--- config.mk ---
export PLATFORM = sky130hd
export DESIGN_NAME = aclk_gen
export DESIGN_NICKNAME = d
export VERILOG_FILES = /design/src/rtl/aclk_pkg.sv /design/src/rtl/aclk_phase_ctr.sv /design/src/rtl/aclk_sync_win.sv /design/src/rtl/aclk_out_dec.sv /design/src/rtl/aclk_gen.sv
export SDC_FILE = /design/constraint.sdc
export NUM_CORES = 1
export LEC_CHECK = 0
export BUFFER_PORTS_ARGS = -buffer_cell sky130_fd_sc_hd__buf_2
export CAP_MARGIN = 20
export CORE_ASPECT_RATIO = 1.5
export CORE_MARGIN = 10
export CORE_UTILIZATION = 55
export DETAILED_ROUTE_END_ITERATION = 6
export GPL_TIMING_DRIVEN = 0
export PLACE_DENSITY = 0.71
export SLEW_MARGIN = 20
export SYNTH_ARGS = -nofsm -noshare
export SYNTH_HDL_FRONTEND = slang
export SYNTH_SLANG_ARGS = --single-unit
--- constraint.sdc ---
create_clock -name clk -period 1.26 [get_ports clk]
set_input_delay 0.126 -clock clk [delete_from_list [all_inputs] [get_ports clk]]
set_output_delay 0.126 -clock clk [all_outputs]
set_load 0.05 [all_outputs]
--- src/rtl/aclk_pkg.sv ---
package aclk_pkg;

  typedef enum logic [2:0] {
    RATE_X1   = 3'd0,
    RATE_X64  = 3'd1,
    RATE_X128 = 3'd2,
    RATE_X192 = 3'd3,
    RATE_X256 = 3'd4,
    RATE_X384 = 3'd5,
    RATE_X512 = 3'd6,
    RATE_OFF  = 3'd7
  } aclk_rate_e;

  // codes that need the 1536fs master clock
  function automatic logic needs_ext(input logic [2:0] code);
    return (code == RATE_X192) || (code == RATE_X384);
  endfunction

endpackage

--- src/rtl/aclk_phase_ctr.sv ---
module aclk_phase_ctr
  import aclk_pkg::*;
#(
  parameter int STD_RATIO = 1024,
  parameter int EXT_RATIO = 1536,
  parameter int CNT_W     = 11,
  parameter int SUB_W     = 5
) (
  input  logic             clk,
  input  logic             rst_n,
  input  logic             realign,
  input  logic [2:0]       sel_in,
  input  logic             ext_in,
  output logic [CNT_W-1:0] cnt,
  output logic [SUB_W-1:0] sub,
  output logic [SUB_W-1:0] sub_per,
  output logic [CNT_W-1:0] last_idx,
  output logic [2:0]       act_sel,
  output logic             act_ext
);

  localparam int S64  = STD_RATIO / 64;
  localparam int S128 = STD_RATIO / 128;
  localparam int S256 = STD_RATIO / 256;
  localparam int S512 = STD_RATIO / 512;
  localparam int E64  = EXT_RATIO / 64;
  localparam int E128 = EXT_RATIO / 128;
  localparam int E192 = EXT_RATIO / 192;
  localparam int E256 = EXT_RATIO / 256;
  localparam int E384 = EXT_RATIO / 384;
  localparam int E512 = EXT_RATIO / 512;

  logic [CNT_W-1:0] cnt_n;
  logic [SUB_W-1:0] sub_n;
  logic [2:0]       sel_n;
  logic             ext_n;
  logic             wrap;

  // sub-period length of the active rate
  always_comb begin
    unique case (act_sel)
      RATE_X64:  sub_per = act_ext ? SUB_W'(E64)  : SUB_W'(S64);
      RATE_X128: sub_per = act_ext ? SUB_W'(E128) : SUB_W'(S128);
      RATE_X192: sub_per = act_ext ? SUB_W'(E192) : SUB_W'(1);
      RATE_X256: sub_per = act_ext ? SUB_W'(E256) : SUB_W'(S256);
      RATE_X384: sub_per = act_ext ? SUB_W'(E384) : SUB_W'(1);
      RATE_X512: sub_per = act_ext ? SUB_W'(E512) : SUB_W'(S512);
      default:   sub_per = SUB_W'(1);
    endcase
  end

  assign last_idx = act_ext ? CNT_W'(EXT_RATIO - 1) : CNT_W'(STD_RATIO - 1);
  assign wrap     = realign || (cnt == last_idx);

  always_comb begin
    if (wrap) begin
      cnt_n = '0;
      sub_n = '0;
      sel_n = sel_in;
      ext_n = ext_in;
    end else begin
      cnt_n = cnt + 1'b1;
      sub_n = (sub == SUB_W'(sub_per - 1'b1)) ? '0 : sub + 1'b1;
      sel_n = act_sel;
      ext_n = act_ext;
    end
  end

  always_ff @(posedge clk or negedge rst_n) begin
    if (!rst_n) begin
      cnt     <= '0;
      sub     <= '0;
      act_sel <= RATE_OFF;
      act_ext <= 1'b0;
    end else begin
      cnt     <= cnt_n;
      sub     <= sub_n;
      act_sel <= sel_n;
      act_ext <= ext_n;
    end
  end

endmodule

--- src/rtl/aclk_sync_win.sv ---
module aclk_sync_win #(
  parameter int CNT_W   = 11,
  parameter int TOL_C1  = 1,
  parameter int TOL_C2  = 2,
  parameter int TOL_C3  = 4,
  parameter int TOL_WID = 16
) (
  input  logic             clk,
  input  logic             rst_n,
  input  logic             afs,
  input  logic             lock,
  input  logic [2:0]       win_code,
  input  logic [CNT_W-1:0] cnt,
  input  logic [CNT_W-1:0] last_idx,
  output logic             realign,
  output logic             resync
);

  logic             afs_d;
  logic             aligned;
  logic             aligned_n;
  logic             rise;
  logic             in_win;
  logic [CNT_W:0]   tol;
  logic [CNT_W:0]   err_late;
  logic [CNT_W:0]   err_early;

  always_comb begin
    if (!lock) begin
      tol = '0;
    end else if (win_code[2]) begin
      tol = (CNT_W+1)'(TOL_WID);
    end else begin
      unique case (win_code[1:0])
        2'd1:    tol = (CNT_W+1)'(TOL_C1);
        2'd2:    tol = (CNT_W+1)'(TOL_C2);
        2'd3:    tol = (CNT_W+1)'(TOL_C3);
        default: tol = '0;
      endcase
    end
  end

  // distance of the sync edge from the fs boundary, both directions
  assign err_late  = (cnt == last_idx) ? '0 : {1'b0, cnt} + 1'b1;
  assign err_early = {1'b0, last_idx} + 1'b1 - err_late;

  assign rise      = afs && !afs_d;
  assign in_win    = (err_late <= tol) || (err_early <= tol);
  assign realign   = rise && (!aligned || !in_win);
  assign aligned_n = aligned || rise;

  always_ff @(posedge clk or negedge rst_n) begin
    if (!rst_n) begin
      afs_d   <= 1'b0;
      aligned <= 1'b0;
      resync  <= 1'b0;
    end else begin
      afs_d   <= afs;
      aligned <= aligned_n;
      resync  <= realign;
    end
  end

endmodule

--- src/rtl/aclk_out_dec.sv ---
module aclk_out_dec
  import aclk_pkg::*;
#(
  parameter int CNT_W = 11,
  parameter int SUB_W = 5
) (
  input  logic [CNT_W-1:0] cnt,
  input  logic [SUB_W-1:0] sub,
  input  logic [SUB_W-1:0] sub_per,
  input  logic [CNT_W-1:0] last_idx,
  input  logic [2:0]       act_sel,
  input  logic             act_ext,
  output logic             clk_d,
  output logic             oe_d
);

  logic disabled;
  logic reserved;
  logic fs_hi;
  logic rate_hi;

  assign disabled = (act_sel == RATE_OFF);
  assign reserved = !act_ext && needs_ext(act_sel);
  // fs period length is last_idx+1 (even), half is (last_idx>>1)+1
  assign fs_hi    = (cnt <= (last_idx >> 1));
  // period 3 gives half 1: one high cycle of three
  assign rate_hi  = (sub < (sub_per >> 1));

  assign oe_d  = !disabled;
  assign clk_d = !disabled && !reserved &&
                 ((act_sel == RATE_X1) ? fs_hi : rate_hi);

endmodule

--- src/rtl/aclk_gen.sv ---
module aclk_gen #(
  parameter int STD_RATIO = 1024,
  parameter int EXT_RATIO = 1536,
  parameter int TOL_C1    = 1,
  parameter int TOL_C2    = 2,
  parameter int TOL_C3    = 4,
  parameter int TOL_WID   = 16
) (
  input  logic       clk,
  input  logic       rst_n,
  input  logic [2:0] rate_sel,
  input  logic       ext_en,
  input  logic       afs,
  input  logic       pll_lock,
  input  logic [2:0] win_code,
  output logic       aclk,
  output logic       aclk_oe,
  output logic       resync
);

  localparam int MAX_RATIO = (EXT_RATIO > STD_RATIO) ? EXT_RATIO : STD_RATIO;
  localparam int CNT_W     = $clog2(MAX_RATIO);
  localparam int SUB_W     = $clog2(MAX_RATIO / 64 + 1);

  logic             rst_s1;
  logic             rst_i;
  logic             realign;
  logic [CNT_W-1:0] fs_cnt;
  logic [SUB_W-1:0] sub_cnt;
  logic [SUB_W-1:0] sub_per;
  logic [CNT_W-1:0] last_idx;
  logic [2:0]       act_sel;
  logic             act_ext;
  logic             clk_d;
  logic             oe_d;

  // asynchronous assert, synchronous release
  always_ff @(posedge clk or negedge rst_n) begin
    if (!rst_n) begin
      rst_s1 <= 1'b0;
      rst_i  <= 1'b0;
    end else begin
      rst_s1 <= 1'b1;
      rst_i  <= rst_s1;
    end
  end

  aclk_phase_ctr #(
    .STD_RATIO(STD_RATIO), .EXT_RATIO(EXT_RATIO),
    .CNT_W(CNT_W), .SUB_W(SUB_W)
  ) u_phase (
    .clk(clk), .rst_n(rst_i), .realign(realign),
    .sel_in(rate_sel), .ext_in(ext_en),
    .cnt(fs_cnt), .sub(sub_cnt), .sub_per(sub_per), .last_idx(last_idx),
    .act_sel(act_sel), .act_ext(act_ext)
  );

  aclk_sync_win #(
    .CNT_W(CNT_W), .TOL_C1(TOL_C1), .TOL_C2(TOL_C2),
    .TOL_C3(TOL_C3), .TOL_WID(TOL_WID)
  ) u_sync (
    .clk(clk), .rst_n(rst_i), .afs(afs), .lock(pll_lock),
    .win_code(win_code), .cnt(fs_cnt), .last_idx(last_idx),
    .realign(realign), .resync(resync)
  );

  aclk_out_dec #(.CNT_W(CNT_W), .SUB_W(SUB_W)) u_dec (
    .cnt(fs_cnt), .sub(sub_cnt), .sub_per(sub_per), .last_idx(last_idx),
    .act_sel(act_sel), .act_ext(act_ext), .clk_d(clk_d), .oe_d(oe_d)
  );

  always_ff @(posedge clk or negedge rst_i) begin
    if (!rst_i) begin
      aclk    <= 1'b0;
      aclk_oe <= 1'b0;
    end else begin
      aclk    <= clk_d;
      aclk_oe <= oe_d;
    end
  end

endmodule

# Yosys cells after proc, flatten, opt, wreduce, memory -nomap -nowiden
# Index checks and enable logic that the tools add are counted.
# totals
register_bits	27
latch_bits	0
ram_bits	0
rom_bits	0
input_bits	11
output_inout_bits	3
elab_cells	66
mem_count	0
# op_classes
addsub	6
n_mul	0
div	0
order_cmp	4
eq_ne	12
n_shift	0
n_mux	16
n_bitwise	0
n_reduce_logical	17
# op_table
cell	count
12-bit two-way mux	3
5-bit case mux with 6 select lines	1
11-bit by 1-bit adder with 12-bit output (second input constant)	2
12-bit less-or-equal comparator	2
11-bit two-way mux	2
3-bit equality test (second input constant)	4
12-bit subtractor	1
11-bit by 1-bit adder with 11-bit output (second input constant)	1
11-bit equality test	1
11-bit by 10-bit less-or-equal comparator with 1-bit output	1
5-bit two-way mux	2
3-bit case mux with 3 select lines	1
4-bit two-way mux	2
3-bit by 2-bit equality test with 1-bit output (second input constant)	2
1-bit zero test	6
3-bit two-way mux	2
5-bit by 1-bit adder with 5-bit output (second input constant)	1
5-bit equality test	1
1-bit logical AND	5
1-bit logical OR	5
5-bit by 4-bit < comparator with 1-bit output	1
5-bit by 1-bit subtractor with 5-bit output (second input constant)	1
2-bit equality test (second input constant)	2
3-bit by 1-bit equality test with 1-bit output (second input constant)	1
4 further kinds	5

# Logic depth before layout (Yosys ltp)
# Gate-level depths: netlist of the first run.
# depth
word_depth	11
ltp_mapped	19
ltp_nobuf	17

# Hierarchy
# From an unflattened synthesis of the first run, not the netlist that was laid out.
# hier_totals
cells_unflattened	372
area_unflattened_um2	3204.3
# by_module_without_submodules
module	n_inst	cells_per_inst	area_each_um2	seq_area_each_um2
aclk_sync_win	1	189	1492.7	75.1
aclk_phase_ctr	1	125	1214.9	504.2
aclk_out_dec	1	53	392.9	0.0
aclk_gen	1	5	103.8	100.1

# Worst setup path before layout of the first run
# No wires, ideal clock.
# synth_timing
path_kind	reg-to-reg
startpoint	reg u_phase.act_ext
endpoint	reg u_phase.act_ext
setup_ns	0.125
arrival_ns	3.984
required_time_ns	1.135
setup_slack_ns	-2.850
path_stages_with_launch	17
path_buffers	2
synth_period_minus_slack_ns	4.110
cell_sequence	dfrtp_1 buf_6 inv_1 ha_1 nand2b_1 or4_4 buf_6 and2_1 ha_1 nor2b_1 o21a_1 o31a_1 o22a_1 or4b_1 o21ai_2 nor2_4 mux2_4
# synth_between
elab_chain_cells	10
elab_cells_between_ends	12
classes_between	add/sub (2); order compare (2); eq/ne (1); mux (2); reduce/logical (5)
# synth_rtl
element	line_no	rtl
start, declared	aclk_phase_ctr.sv:19	output logic act_ext
start signal, assigned	aclk_phase_ctr.sv:79	act_ext <= ext_n;
11-bit two-way mux *	aclk_phase_ctr.sv:52	assign last_idx = act_ext ? CNT_W'(EXT_RATIO - 1) : CNT_W'(STD_RATIO - 1);
branches (longest 8 deep; another with 11-bit by 1-bit adder with 12-bit output)	-	
1-bit logical OR *	aclk_phase_ctr.sv:53	assign wrap = realign || (cnt == last_idx);
# Every way passes the cells marked *.
# A chain may end at the register's enable or synchronous reset.

# Worst setup path after layout of the first run
# Same ends and word-level chain as after synthesis.

==> flow_summary.yaml, run 1 <==
run_status:
  status: "finished, violations left"
  violations: "negative setup slack"
setup_path:
  critPathKind: "flip-flop to flip-flop"
  slowest_stage: "dfrtp_1"
  start_kind: "flip-flop"
  cpPeakStageDelay_ns: 0.41
  worst-path-max-fanout: 5
  critPathRequiredTime_ns: 1.44
  cpLargestDelayFamily: "simple AND/OR/NAND/NOR gates"
  cp.arrival_ns: 3.87
  cp_common_cell: "ha_4"
  r2r-start: "u_phase.act_ext$_DFFE_PN0P_"
  path_cells: "buf_6 -> inv_4 -> ha_4 -> nand2b_4 -> buf_6 -> nor3_4 -> o21ai_2 -> a21oi_2 -> ha_4 -> ha_4 -> nand2_2 -> a211oi_2 -> a41oi_2 -> xnor2_2 -> nand3_2 -> nor4_4 -> nor2_4 -> mux2_4"
  ff2ff_path_depth: 18
  endpoint_kind: "flip-flop"
  r2r-end: "u_phase.act_ext$_DFFE_PN0P_"
  path_buf_inv: 3
  reg2reg_slack_ns: -2.44
synth:
  synth-edff-count: 0
  synthArstFlopShare_pct: 100
  ys.flop_type: "dfrtp_1"
  netlist_instances: 243
  ys_types: 65
  synthesis.nets: 273
  ys_warn_count: 0
  seq_area_frac_synth_pct: 30.5
  synth_area_um2: 2230
  syn_area_per_cell_um2: 9.18
  synth_seq_cells: 27
clocking:
  cts_tree: "done"
  clk_pin_slew_ns: 0.10
  cts_buffers: 3
  clock_latency_ns: 0.28
  cts.sinks: 27
  clockBufferDepth: 2
  h-tree-depth: 1
  cts-root-buf: "clkbuf_8"
power_and_ir_drop:
  p_leak_nw: 1.23
  peakVddDrop_mv: 1.95
  p_per_area_nw_per_um2: 2480
die:
  die_h_um: 98
  core-area_um2: 3920
  initial_utilization_pct: 56.9
  num_io_pins: 14
  rows: 28
  die_area_um2: 7060
  die_w_um: 72
drt:
  vias_per_cell: 6.01
  drtIter0Drc: 116
  drtAntennaViolNets: 0
  wl_per_cell_um: 17.1
  wirelength_mm: 5.62
  drc: 0
  vias: 1976
  first_pass_iters: 4
layout:
  final_cell_mix: "buf_4, nor2_1, dfrtp_1, buf_2, ha_1"
  final_common_cell: "buf_4"
  finish.utilization_pct: 72.7
  diodes: 0
  layout.nets: 315
  area_delta_synth_final_pct: 27.9
  drive_above_1_share_pct: 38.0
  instances_no_fill: 329
grt:
  grt_util_met1_pct: 18.6
  antenna_found_initial: 0
  grt_overflow_total: 0
  grt_pass1_wl_mm: 9.32
  grt-busiest-layer: "met2"
  grt_max_degree: 26
  grt_use_met3_pct: 2.74
  grt_pass1_vias: 1941
  grt_usage_pct: 15.9
  grtUsageMet2_pct: 27.7
sta:
  setup_viol: 22
  worst_slew_pin_slew_ns: 0.567
  slew_headroom_pct: 62.2
  max_freq_ghz: 0.270
  grt_setup_unrepaired: "yes"
  layout_min_cycle_time_ns: 3.70
  fin_skew_ns: 0.00662
  timing.final.ws_setup_ns: -2.44
  report.final.slew_viol_count: 0
  post-route-period-util_pct: 293
  hold_violations: 0
min_path:
  hp-start: "rate_sel[2]"
  hold_end: "u_phase.act_sel[2]$_DFFE_PN1P_"
  holdPathStages: 2
  hold_class: "input pin to flip-flop"
placed_design:
  io_buffers: 13
  gp_congestion: 0.878
  dp_hpwl_mm: 3.74
  dp.cells: 301
job:
  max-cap-violations: 0
## cell type report
| cell class | instances | area, um2 |
|---|---|---|
| Multi-Input combinational cell | 194 | 1670 |
| Fill cell | 289 | 1070 |
| Sequential cell | 27 | 684 |
| Timing Repair Buffer | 39 | 280 |
| Buffer | 10 | 71.3 |
| Tap cell | 45 | 56.3 |
| Clock buffer | 3 | 41.3 |
| Inverter | 10 | 40.0 |
| Clock inverter | 1 | 5.00 |
## power breakdown
group | total [mW] | internal [mW] | switching [mW]
clock | 0.508 | 0.223 | 0.286
sequential | 1.44 | 1.17 | 0.268
combinational | 5.14 | 2.51 | 2.63
total | 7.09 | 3.91 | 3.18
## how the worst max path moves through the flow
stage          slack, ns                           to                         from  cells past startpoint
6_report           -2.44  u_phase.act_ext$_DFFE_PN0P_  u_phase.act_ext$_DFFE_PN0P_                     18
5_1_grt            -2.62  u_phase.act_ext$_DFFE_PN0P_  u_phase.act_ext$_DFFE_PN0P_                     18
4_1_cts            -2.49  u_phase.act_ext$_DFFE_PN0P_  u_phase.act_ext$_DFFE_PN0P_                     15
3_5_place_dp       -2.78  u_phase.act_ext$_DFFE_PN0P_     u_phase.cnt[0]$_DFF_PN0_                     15
3_3_place_gp       -2.79  u_phase.act_ext$_DFFE_PN0P_     u_phase.cnt[0]$_DFF_PN0_                     15
2_1_floorplan      -2.43  u_phase.act_ext$_DFFE_PN0P_  u_phase.act_ext$_DFFE_PN0P_                     16
## stage by stage
stage	setup slack [ns]	cell area, um2	hold slack [ns]	TNS [ns]	power [mW]
after floorplan	-2.43	2280	-0.170	-47.98	4.69
after global placement	-2.79	2400	-0.0878	-56.67	5.37
after detailed placement	-2.78	2400	-0.0863	-57.11	5.48
after CTS	-2.49	2730	0.0757	-50.50	6.81
after global routing	-2.62	2850	0.0757	-54.22	7.69
final	-2.44	2850	0.0712	-50.10	7.09
## kinds of logic (layout without fill, tap and decap cells)
kind of cell               count (synthesis)  in the layout  share of synthesized area, %
and+or+nand+nor                          104            104                          27.1
AOI/OAI and AO/OA                         42             43                          14.1
DFF                                       27             27                          30.5
buffers and inverters                     23             63                          5.33
xor gates and xnor gates                  21             21                          8.58
adders and majority gates                 19             19                          10.7
muxes                                      6              6                          3.59
other                                      1              1                         0.168
## synth_stat cells (all sizes together) (2+ instances only)
master	n	area, um2
a22oi	2	15.0
ha	19	238
nand2b	6	37.5
nor2	26	105
and4	2	17.5
or2b	2	15.0
a31oi	2	12.5
a21oi	7	42.5
and3	4	26.3
nor4	6	58.8
inv	10	37.5
a211oi	2	15.0
nand2	13	48.8
mux2	4	60.1
dfstp	3	78.8
o21a	4	30.0
a41oi	2	17.5
nor2b	4	25.0
dfrtp	24	601
nand4	10	68.8
nand3	12	60.1
nor3	7	40.0
buf	9	62.6
or3	2	12.5
o31ai	2	15.0
xnor2	12	105
mux2i	2	20.0
a21boi	2	26.3
o211ai	2	15.0
o21ai	8	47.5
clkbuf	4	18.8
xor2	9	86.3
and2	2	12.5
## per-layer routing
layer,wire [um],vias to the layer above
met5,0,-
met4,165,0
met3,152,14
met2,3000,34
met1,2300,969
li1,-,959
## flip-flops by register name, indices dropped and copies added (netlist names)
| name | cells |
|---|---|
| u_phase.cnt | 11 |
| u_sync.aligned | 1 |
| aclk_oe | 1 |
| u_phase.act_ext | 1 |
| rst_i | 1 |
| u_sync.resync | 1 |
| aclk | 1 |
| rst_s1 | 1 |
| u_phase.sub | 5 |
| u_sync.afs_d | 1 |
| u_phase.act_sel | 3 |
## repair_timing
| item | CTS | global route |
|---|---|---|
| cloned | 1 | 0 |
| hold buffers | 2 | 0 |
| pin swaps | 19 | 16 |
| gates resized for setup | 27 | 20 |
| setup buffers | 19 | 5 |
| endpoints found under the setup margin | 22 | 22 |
| endpoints found under the hold margin | 3 | 0 |
Note: power is estimated with default switching activity, not from simulation.
==> inputs of run 2 (changes only) <==
CTS_CLUSTER_DIAMETER = 40   (was not set)
PLACE_DENSITY = not set   (was 0.71)
PLACE_DENSITY_LB_ADDON = 0.2   (was not set)
==> flow_summary.yaml, run 2 (same netlist as run 1, synthesis figures left out) <==
layout:
  final_common_cell: "buf_4"
  area_delta_synth_final_pct: 25.6
  final_cell_mix: "buf_4, nor2_1, dfrtp_1, buf_2, ha_1"
  design_area_um2: 2800
  fill_cells: 305
  diodes: 0
  top_register: "u_phase.cnt"
  layout.nets: 314
  multiInputGateArea_um2: 1630
  top_regs: "u_phase.cnt x11, u_phase.sub x5, u_phase.act_sel x3"
  drive_above_1_share_pct: 35.7
  area.sequential_um2: 684
  largest_register_ffs: 11
sta:
  layout_min_cycle_time_ns: 3.69
  hold_violations: 0
  timing.final.ws_setup_ns: -2.43
  fin_skew_ns: 0.00831
  whs_ns: 0.0685
  slew_headroom_pct: 62.2
  grt_setup_unrepaired: "yes"
  max_freq_ghz: 0.271
  worst_slew_pin_slew_ns: 0.567
  setup_viol: 22
  post-route-period-util_pct: 293
  report.final.slew_viol_count: 0
run_status:
  status: "finished, violations left"
  violations: "negative setup slack"
die:
  die_h_um: 98
  initial_utilization_pct: 56.9
  rows: 28
  num_io_pins: 14
  die_area_um2: 7060
  core-area_um2: 3920
  die_w_um: 72
drt:
  wirelength_mm: 5.65
  met3WireLength_um: 300
  vias: 2010
  routed-wl-met2_mm: 3.21
  wl_per_cell_um: 17.2
  top_layer: "met4"
  drtAntennaViolNets: 0
  vias_per_cell: 6.13
  drtIter0Drc: 85
  met1Wirelength_mm: 1.96
  drc: 0
  first_pass_iters: 4
power_and_ir_drop:
  p_per_area_nw_per_um2: 2440
  peakVddDrop_mv: 1.58
  p_leak_nw: 1.22
  power_mw: 6.82
setup_path:
  cp.arrival_ns: 3.86
  reg2reg_slack_ns: -2.43
  critPathRequiredTime_ns: 1.43
  endpoint_kind: "flip-flop"
  worst-path-max-fanout: 5
  start_kind: "flip-flop"
  r2r-end: "u_phase.act_ext$_DFFE_PN0P_"
  critPathKind: "flip-flop to flip-flop"
  ff2ff_path_depth: 19
  r2r-start: "u_phase.act_ext$_DFFE_PN0P_"
grt:
  grt_max_degree: 26
  grt_pass1_vias: 1985
  grt_overflow_total: 0
  grt_pass1_wl_mm: 8.76
  antenna_found_initial: 0
  grt_usage_pct: 15.0
placed_design:
  dp_hpwl_mm: 3.86
  io_buffers: 13
  place_ws_ns: -2.85
  postPlaceCellArea_um2: 2400
  gp_congestion: 0.863
clocking:
  cts.sinks: 27
  h-tree-depth: 1
  clockBufferDepth: 2
  clock_latency_ns: 0.28
  clk_pin_slew_ns: 0.09
  cts_buffers: 3
  cts_tree: "done"
  cts-root-buf: "clkbuf_8"
min_path:
  holdPathStages: 2
  hp-start: "rate_sel[1]"
  hold_class: "input pin to flip-flop"
  hold_end: "u_phase.act_sel[1]$_DFFE_PN1P_"
job:
  max-cap-violations: 0
-- run 2: worst max path at each step --
stage | startpoint | to | cells past startpoint | slack (ns)
6_report | u_phase.act_ext$_DFFE_PN0P_ | u_phase.act_ext$_DFFE_PN0P_ | 19 | -2.43
5_1_grt | u_phase.act_ext$_DFFE_PN0P_ | u_phase.act_ext$_DFFE_PN0P_ | 18 | -2.59
4_1_cts | u_phase.act_ext$_DFFE_PN0P_ | u_phase.act_ext$_DFFE_PN0P_ | 15 | -2.41
3_5_place_dp | u_phase.act_ext$_DFFE_PN0P_ | u_phase.act_ext$_DFFE_PN0P_ | 17 | -2.85
3_3_place_gp | u_phase.act_ext$_DFFE_PN0P_ | u_phase.act_ext$_DFFE_PN0P_ | 17 | -2.81
2_1_floorplan | u_phase.act_ext$_DFFE_PN0P_ | u_phase.act_ext$_DFFE_PN0P_ | 16 | -2.43
-- run 2: what timing repair did --
item                                   CTS  global route
buffers inserted                        17             8
hold buffers                             2             0
endpoints found under the hold margin    3             0
setup endpoints to repair               22            22
pin swaps                               11            10
gates resized for setup                 18            18
-- run 2: routing by layer --
metal  GRT usage [%]  vias to the layer above
li1                -                      960
met1            14.0                      971
met2            28.8                       64
met3            2.63                       15
met4            8.37                        0
met5               0                        -
-- run 2: power breakdown --
part	total [mW]	leakage, nW	internal (mW)	switching [mW]
Sequential	1.45	0.328	1.18	0.271
Clock	0.502	0.0228	0.227	0.274
Combinational	4.88	0.865	2.40	2.48
Total	6.82	1.22	3.80	3.02
-- run 2: worst max-delay path, cell delays in order (launching register included) --
cell and delay [ns]:
dfrtp_2 0.42, buf_6 0.13, inv_4 0.05, ha_4 0.18
nand2b_4 0.15, or4_4 0.45, buf_4 0.17, nand2_2 0.07
inv_1 0.06, ha_1 0.18, inv_2 0.07, ha_4 0.13
nand2_2 0.04, a211oi_2 0.16, a41oi_2 0.13, xnor2_1 0.28
nand3_2 0.16, nor4_4 0.31, nor2_4 0.12, mux2_4 0.31
-- run 2: cell type report --
cell class | count | share of cell area, %
inverters | 10 | 1.43
plain buffers | 9 | 2.41
well taps | 45 | 2.01
clock buffers | 4 | 1.61
flip-flops and latches | 27 | 24.4
repair buffers | 40 | 10.0
multi-input cells | 193 | 58.1
-- run 2: per-stage QoR --
stage / utilization [%] / cells / setup TNS [ns]
4_1_cts: 67.4 / 321 / -49.65
5_1_grt: 71.4 / 328 / -53.66
3_3_place_gp: 61.1 / 301 / -57.26
6_report: 71.4 / 328 / -50.41
2_1_floorplan: - / 243 / -47.98
3_5_place_dp: 61.1 / 301 / -58.28
==> inputs of run 3 (changes only) <==
GPL_TIMING_DRIVEN = not set   (was 0)
==> flow_summary.yaml, run 3 (same netlist as run 1, synthesis figures left out) <==
run_status:
  status: "finished, violations left"
  violations: "negative setup slack"
clocking:
  cts_buffers: 3
  h-tree-depth: 1
  clockBufferDepth: 2
  clk_pin_slew_ns: 0.09
  clock_latency_ns: 0.28
  cts_tree: "done"
  cts.sinks: 27
  cts-root-buf: "clkbuf_8"
layout:
  top_regs: "u_phase.cnt x11, u_phase.sub x5, u_phase.act_sel x3"
  top_register: "u_phase.cnt"
  layout.nets: 367
  area_delta_synth_final_pct: 44.3
  multiInputGateArea_um2: 1650
  final_cell_mix: "buf_4, dfrtp_1, nor2_1, ha_1, buf_2"
  drive_above_1_share_pct: 44.9
  largest_register_ffs: 11
  finish.utilization_pct: 82.0
  fill_cells: 236
  final_common_cell: "buf_4"
  diodes: 0
  area.sequential_um2: 679
sta:
  grt_setup_unrepaired: "yes"
  layout_min_cycle_time_ns: 3.66
  fin_skew_ns: 0.00858
  setup_viol: 22
  max_freq_ghz: 0.273
  timing.final.ws_setup_ns: -2.40
  hold_violations: 0
  report.final.slew_viol_count: 0
  post-route-period-util_pct: 290
grt:
  grtUsageMet2_pct: 35.5
  grt_pass1_vias: 2359
  grt-busiest-layer: "met2"
  grt_max_degree: 26
  antenna_found_initial: 0
  grt_overflow_total: 0
  grt_use_met3_pct: 2.33
  grt_util_met1_pct: 17.3
  grt_pass1_wl_mm: 10.7
  grt_usage_pct: 18.5
min_path:
  hold_class: "input pin to flip-flop"
  hp-start: "rate_sel[1]"
  holdPathStages: 2
  hold_end: "u_phase.act_sel[1]$_DFFE_PN1P_"
drt:
  drtAntennaViolNets: 0
  vias_per_cell: 6.06
  drc: 0
  wl_per_cell_um: 18.6
  wirelength_mm: 7.08
  drtIter0Drc: 104
  first_pass_iters: 5
  vias: 2310
die:
  core-area_um2: 3920
  initial_utilization_pct: 56.9
  die_h_um: 98
  rows: 28
  die_w_um: 72
  num_io_pins: 14
  die_area_um2: 7060
power_and_ir_drop:
  peakVddDrop_mv: 2.24
  p_per_area_nw_per_um2: 2490
  p_leak_nw: 1.48
  power_mw: 8.02
setup_path:
  endpoint_kind: "flip-flop"
  r2r-start: "u_phase.act_ext$_DFFE_PN0P_"
  critPathRequiredTime_ns: 1.43
  reg2reg_slack_ns: -2.40
  cp.arrival_ns: 3.83
  start_kind: "flip-flop"
  critPathKind: "flip-flop to flip-flop"
  worst-path-max-fanout: 5
  r2r-end: "u_phase.act_ext$_DFFE_PN0P_"
  ff2ff_path_depth: 13
placed_design:
  io_buffers: 13
  gp_congestion: 0.921
  dp_hpwl_mm: 4.99
job:
  max-cap-violations: 0
-- run 3: where the power goes --
part | total [mW] | switching, mW | internal, mW
Combinational | 6.09 | 2.96 | 3.14
Clock | 0.511 | 0.286 | 0.225
Sequential | 1.42 | 0.243 | 1.17
Total | 8.02 | 3.48 | 4.54
-- run 3: area by class of cell --
class,instances,area share [%]
Tap cell,45,1.75
Inverter,10,1.17
Sequential cell,27,21.1
Multi-Input combinational cell,194,51.2
Timing Repair Buffer,101,23.3
Clock buffer,3,1.28
Clock inverter,1,0.233
-- run 3: metal layers --
layer	routed length [um]	share of wire [%]	vias up
met4	403	5.7	0
li1	-	-	1069
met2	3950	56	82
met3	259	3.7	33
met5	0	0	-
met1	2460	35	1126
-- run 3: through the flow --
stage | instances | hold slack, ns | setup TNS, ns | cell area [um2] | setup slack [ns]
floorplan | 243 | -0.170 | -47.98 | 2280 | -2.43
global placement | 367 | -0.0862 | -46.62 | 2910 | -2.24
detailed placement | 367 | -0.0888 | -48.60 | 2910 | -2.33
CTS | 377 | 0.0861 | -46.97 | 3060 | -2.29
global route | 381 | 0.0847 | -51.69 | 3220 | -2.51
finish | 381 | 0.0863 | -48.77 | 3220 | -2.40
-- run 3: worst max-delay path: stages (launching register included) --
cell	delay, ns
dfrtp_1	0.41
buf_6	0.14
xor2_4	0.19
or4_4	0.57
and2_4	0.17
ha_4	0.21
nor2b_1	0.12
o21a_1	0.16
o31a_1	0.23
o22a_1	0.18
or4b_4	0.53
o21ai_4	0.22
nor2_4	0.10
mux2_4	0.31
-- run 3: timing repair --
item                       4_1_cts  5_1_grt
hold buffers                     2        0
buffers inserted                 4        3
cloned                           0        1
setup endpoints to repair       22       22
gates resized for setup         13       22
hold endpoints to repair         3        0
pin swaps                        3       20
-- run 3: worst max-delay path by stage --
| stage | start | to | depth (start not counted) |
|---|---|---|---|
| final | u_phase.act_ext$_DFFE_PN0P_ | u_phase.act_ext$_DFFE_PN0P_ | 13 |
| after global routing | u_phase.act_ext$_DFFE_PN0P_ | u_phase.act_ext$_DFFE_PN0P_ | 16 |
| after CTS | u_phase.act_ext$_DFFE_PN0P_ | u_phase.act_ext$_DFFE_PN0P_ | 13 |
| after detailed placement | u_phase.cnt[9]$_DFF_PN0_ | u_phase.act_ext$_DFFE_PN0P_ | 15 |
| after global placement | u_phase.cnt[9]$_DFF_PN0_ | u_phase.act_ext$_DFFE_PN0P_ | 13 |
| after floorplan | u_phase.act_ext$_DFFE_PN0P_ | u_phase.act_ext$_DFFE_PN0P_ | 16 |
